### src/rtl/ecu_pkg.sv
package ecu_pkg;

  typedef enum logic [1:0] {
    CM_TIMER = 2'd0,
    CM_RISE  = 2'd1,
    CM_FALL  = 2'd2,
    CM_BOTH  = 2'd3
  } cnt_mode_e;

  typedef struct packed {
    logic rise;
    logic fall;
  } edge_t;

endpackage

### src/rtl/ecu_edge_det.sv
module ecu_edge_det #(
  parameter int NIN = 2
) (
  input  logic           clk,
  input  logic           rst,
  input  logic [NIN-1:0] din,
  output logic [NIN-1:0] rise,
  output logic [NIN-1:0] fall
);

  // One history flop per input; the current sample is compared with it.
  for (genvar g = 0; g < NIN; g++) begin : g_ch
    logic hist_q;

    always_ff @(posedge clk) begin
      if (rst) hist_q <= 1'b0;
      else     hist_q <= din[g];
    end

    assign rise[g] =  din[g] & ~hist_q;
    assign fall[g] = ~din[g] &  hist_q;
  end

endmodule

### src/rtl/ecu_capture.sv
module ecu_capture #(
  parameter int TW = 16
) (
  input  logic          clk,
  input  logic          rst,
  input  logic          rise0,
  input  logic          fall0,
  input  logic          rise_en,
  input  logic          fall_en,
  input  logic          irq_en,
  input  logic [TW-1:0] tmr_val,
  output logic [TW-1:0] cap_val,
  output logic          cap_irq
);

  logic load;

  assign load = (rise_en & rise0) | (fall_en & fall0);

  always_ff @(posedge clk) begin
    if (rst) begin
      cap_val <= '0;
      cap_irq <= 1'b0;
    end else begin
      if (load) cap_val <= tmr_val;
      cap_irq <= load & irq_en;
    end
  end

endmodule

### src/rtl/ecu_count_src.sv
module ecu_count_src #(
  parameter int NIN   = 2,
  parameter int SEL_W = 2
) (
  input  logic              clk,
  input  logic              rst,
  input  logic [NIN-1:0]    rise,
  input  logic [NIN-1:0]    fall,
  input  ecu_pkg::cnt_mode_e mode,
  input  logic [SEL_W-1:0]  sel,
  output logic              cnt_inc
);
  import ecu_pkg::*;

  edge_t sel_ev;
  logic  inc_d;

  // Codes at or above NIN leave sel_ev idle.
  always_comb begin
    sel_ev = '0;
    for (int i = 0; i < NIN; i++) begin
      if (sel == SEL_W'(i)) begin
        sel_ev.rise = rise[i];
        sel_ev.fall = fall[i];
      end
    end
  end

  always_comb begin
    unique case (mode)
      CM_TIMER: inc_d = 1'b1;
      CM_RISE:  inc_d = sel_ev.rise;
      CM_FALL:  inc_d = sel_ev.fall;
      default:  inc_d = sel_ev.rise | sel_ev.fall;
    endcase
  end

  always_ff @(posedge clk) begin
    if (rst) cnt_inc <= 1'b0;
    else     cnt_inc <= inc_d;
  end

endmodule

### src/rtl/edge_cap_unit.sv
module edge_cap_unit #(
  parameter int TW    = 16,
  parameter int NIN   = 2,
  parameter int SEL_W = 2
) (
  input  logic             clk,
  input  logic             rst,
  input  logic [NIN-1:0]   cap_in,
  input  logic [TW-1:0]    tmr_val,
  input  logic             cap_rise_en,
  input  logic             cap_fall_en,
  input  logic             cap_irq_en,
  input  logic [1:0]       cnt_mode,
  input  logic [SEL_W-1:0] cnt_sel,
  output logic [TW-1:0]    cap_val,
  output logic             cap_irq,
  output logic             cnt_inc
);

  logic [NIN-1:0] rise;
  logic [NIN-1:0] fall;

  ecu_edge_det #(.NIN(NIN)) u_edge (
    .clk  (clk),
    .rst  (rst),
    .din  (cap_in),
    .rise (rise),
    .fall (fall)
  );

  ecu_capture #(.TW(TW)) u_cap (
    .clk     (clk),
    .rst     (rst),
    .rise0   (rise[0]),
    .fall0   (fall[0]),
    .rise_en (cap_rise_en),
    .fall_en (cap_fall_en),
    .irq_en  (cap_irq_en),
    .tmr_val (tmr_val),
    .cap_val (cap_val),
    .cap_irq (cap_irq)
  );

  ecu_count_src #(.NIN(NIN), .SEL_W(SEL_W)) u_cnt (
    .clk     (clk),
    .rst     (rst),
    .rise    (rise),
    .fall    (fall),
    .mode    (ecu_pkg::cnt_mode_e'(cnt_mode)),
    .sel     (cnt_sel),
    .cnt_inc (cnt_inc)
  );

endmodule

### config.mk
export PLATFORM = sky130hd
export DESIGN_NAME = edge_cap_unit
export DESIGN_NICKNAME = d
export VERILOG_FILES = /design/src/rtl/ecu_pkg.sv /design/src/rtl/ecu_edge_det.sv /design/src/rtl/ecu_capture.sv /design/src/rtl/ecu_count_src.sv /design/src/rtl/edge_cap_unit.sv
export SDC_FILE = /design/constraint.sdc
export NUM_CORES = 1
export LEC_CHECK = 0
export ABC_AREA = 1
export BUFFER_PORTS_ARGS = -buffer_cell sky130_fd_sc_hd__buf_2
export CAP_MARGIN = 30
export CORE_MARGIN = 3
export CORE_UTILIZATION = 37
export DETAILED_ROUTE_END_ITERATION = 10
export PLACE_DENSITY = 0.71
export REMOVE_ABC_BUFFERS = 1
export SLEW_MARGIN = 20
export SYNTH_ARGS = -nofsm -noshare
export SYNTH_HDL_FRONTEND = slang
export SYNTH_SLANG_ARGS = --single-unit
### constraint.sdc
create_clock -name clk -period 1.1 [get_ports clk]
set_input_delay 0.11 -clock clk [delete_from_list [all_inputs] [get_ports clk]]
set_output_delay 0.11 -clock clk [all_outputs]
set_load 0.03 [all_outputs]
# After elaboration in Yosys (flattened, before gate mapping)
# Cells that the tools add are included.
# totals
reg_bits	20
wordCells	26
# classes
n_eq_ne	3
reduce_logical	2
bitwise	13
muxes	3
# ops
cell	n
1-bit AND	7
2-bit by 1-bit == test with 1-bit output (second input constant)	2
2-bit zero test	2
2-bit 2-to-1 mux	2
1-bit inverter	4
1-bit one-hot mux with 3 select lines	1
2-bit == test (second input constant)	1
1-bit bitwise OR	2

# Logic depth before layout (Yosys ltp)
# logic_depth
word_depth	6
ltp_mapped	8
depth_no_buf	8

# Modules after synthesis
# Synthesis repeated with hierarchy kept, for this count alone.
# unflattened
cells_unflattened	138
hier_area_um2	953.4
# modules_own_cells
module	cells_each	seq_area_each_um2	n_inst	area_each_um2
ecu_capture	109	340.3	1	785.8
ecu_count_src	17	20.0	1	90.1
ecu_edge_det	12	40.0	1	77.6

# Worst setup path after synthesis
# No wires, ideal clock.
# synth_timing
path_kind	reg2reg
from	register u_edge.g_ch[0].hist_q
to	register u_cap.cap_val[11]
setup_slack_ps	94
arrival_time_ps	890
t_required_ps	984
path_stages_with_launch	8
cell_sequence	dfxtp_1 > nor2_2 > nand2_2 > nand2_4 > inv_2 > buf_6 > nor2_1 > nor2_1
# synth_via
elab_chain_cells	4
# synth_rtl
item	line_no	text
from (decl)	ecu_edge_det.sv:13	logic hist_q;
from (signal assigned)	ecu_edge_det.sv:17	else hist_q <= din[g];
1-bit inverter	ecu_edge_det.sv:20	assign rise[g] = din[g] & ~hist_q;
1-bit AND	ecu_edge_det.sv:20	
1-bit AND	ecu_capture.sv:18	assign load = (rise_en & rise0) | (fall_en & fall0);
1-bit bitwise OR (*)	ecu_capture.sv:18	
to (signal assigned)	ecu_capture.sv:25	if (load) cap_val <= tmr_val;
to (decl)	ecu_capture.sv:12	output logic [TW-1:0] cap_val,
# Mark *: on every way between the ends. The rest lies on a longest branch, timed or not.
# A chain may end at the register's enable or synchronous reset.

# Worst setup path in the final report
# layout_timing
from	register u_edge.g_ch[0].hist_q
to	register u_cap.cap_val[15]
# The elaborated chain is that of the path after synthesis.

==> flow_summary.ini <==
[drt]
drtAntennaViolNets = 0
firstDrtPassIters = 3
viasPerCell = 4.526
wl_um = 1869
num_vias = 792
drt_iter0_markers = 10
drc_errors = 0
routedWlPerCell_um = 10.68

[finish]
stdcell_count = 175
finalNetCount = 178
syn_to_final_growth_pct = 44.21
final_util = 0.5986
n_antenna_cell = 0
drive_gt1_frac = 0.3867

[power_and_ir_drop]
powerDensity_nw_per_um2 = 1581
leakage_nw = 0.5966
power.total_mw = 1.723
vdd_drop_max_uv = 1059

[die]
core-area_sq_um = 1821
start_util = 0.4151
rows = 15
die_area_sq_um = 2621
die_x_um = 51.20
io_pins = 45
die_y_um = 51.20

[synth]
ys_seq_area_frac = 0.5298
ys_ff_latch = 20
synth_fa_ha_area_frac = 0
synth_top_family_by_area = simple AND/OR/NAND/NOR gates
yosys.cell_types.count = 15
synthMuxAreaShare = 0
synth-simple-area-share = 0.2980
yosys_warnings = 0
synth_compound_area_frac = 0.1060
synth_area_sq_um = 755.7
avgSynthCellArea_sq_um = 7.482
synthCells = 101
synth_xor_area_frac = 0

[timing]
holdWs_ps = 21.28
worst_slew_pin_slew_ps = 428.2
relSlewSlack = 0.7142
fin_crit_sh = 0.9629
fin_crit_ps = 1059
skew_ps = 15.88
setup_slack_ps = 40.78
clock.fmax_mhz = 944.1
slew_violations = 0
finalHoldViolations = 0
setup_viol = 0

[placed_design]
place_ws_ps = 26.01
dp_hpwl_um = 1359
port_buffers = 44
dp_cells = 168
globalplace.congestion = 0.7900

[cts]
numCtsBuffers = 3
root_buffer = clkbuf_4
clock_path_buffers = 2
clk_pin_slew_ps = 120
cts_tree = done
htree_levels = 1
cts.sinks = 20
clock_latency_ps = 300

[worst_setup_path]
cp.arrival_ps = 1260
cp-end-kind = flop
critical_path.startpoint = u_edge.g_ch[0].hist_q
r2r-start = u_edge.g_ch[0].hist_q
worstSetupStartpointType = flop
crit_type = reg -> reg
path_max_fanout = 11
worstPathRequired_ps = 1300

[global_route]
grt_start_max_net_pins = 19
grt_remaining_overflow = 0
grt_pass1_wl_um = 2773
grtUsageTotal = 0.1400
antenna_found_initial = 0
grt_pass1_vias = 693

[worst_hold_path]
min_path_type = in -> reg
worstHoldStart = tmr_val[12]

[status]
status = finished, final reports clean

[flow_run]
cap_violations = 0
[registers in the layout, indices dropped and copies added (netlist names)]
| name | count |
|---|---|
| u_cap.cap_val | 16 |
| u_edge.g_ch.hist_q | 2 |
| u_cnt.cnt_inc | 1 |
| u_cap.cap_irq | 1 |
[where the power goes]
group	internal (mW)	total (mW)	switching, mW
combinational	0.122	0.334	0.212
clock	0.368	0.586	0.218
sequential	0.778	0.803	0.0253
total	1.27	1.72	0.455
[cells in the final DEF, fill, tap and decap left out]
master         count
buf_12             1
buf_2             44
buf_4              2
bufinv_16          1
clkbuf_4           3
dfxtp_1           19
dfxtp_2            1
dlygate4sd3_1      1
inv_1              5
inv_2              1
inv_4              1
nand2_1            9
nand2_2            1
nand2_4            1
nand3_1            3
nor2_1            39
nor2_4             1
o21ai_0           10
o21ai_1            6
or2_2              1
[worst paths after layout]
kind	endpoint	slack (ps)	cells past startpoint
setup / recovery	u_cap.cap_val[15]	40	6
hold / removal	u_cap.cap_val[12]	20	3
setup reg to reg	u_cap.cap_val[15]	40	6
hold reg to reg	u_cap.cap_val[12]	510	2
[metal layers]
metal,track usage,wire (um)
met1,0.1712,804
met2,0.2339,900
met3,0.02624,153
met4,0.06726,10
met5,0,0
[worst max-delay path, cell delays in order, from the launching register on]
cell and delay (ps):
dfxtp_2 390, nor2_4 50, nand2_2 70, nand2_4 80, buf_12 150, o21ai_0 160, nor2_1 70
[metrics by stage]
step	setup TNS, ps	area [sq um]
after CTS	0	1069
after detailed placement	0	1003
final	0	1090
after global placement	0	1003
after global routing	-68.75	1090
after floorplan	0	732.0
[logic make-up (layout without fill, tap and decap cells)]
| family | count (synthesis) | after routing |
|---|---|---|
| simple gates | 55 | 55 |
| compound gates | 16 | 16 |
| flops | 20 | 20 |
| buf+inv | 10 | 59 |
[cells in the mapped netlist (all sizes together)]
| cell | count | area, sq um |
|---|---|---|
| nor2 | 40 | 152.6 |
| nand3 | 3 | 15.01 |
| buf | 2 | 18.77 |
| dfxtp | 20 | 400.4 |
| or2 | 1 | 6.260 |
| nand2 | 11 | 51.30 |
| inv | 7 | 26.28 |
| clkbuf | 1 | 5.000 |
| o21ai | 16 | 80.08 |
[final cells by class]
cell class / count / area (sq um)
Tap cell: 25 / 31.28
Inverter: 7 / 28.78
Fill cell: 185 / 730.7
Clock inverter: 1 / 30.03
Clock buffer: 3 / 22.52
Multi-Input combinational cell: 71 / 310.3
Timing Repair Buffer: 48 / 265.3
Sequential cell: 20 / 401.6
[what timing repair did]
| action | in CTS | in global routing |
|---|---|---|
| setup endpoints to repair | 1 | 14 |
| hold buffers | 1 | 0 |
| buffers inserted | 0 | 2 |
| gates cloned | 0 | 0 |
| pin swaps | 0 | 2 |
| resized for setup | 1 | 4 |
| endpoints found under the hold margin | 2 | 0 |
No activity file was read; power rests on OpenSTA's default activity.
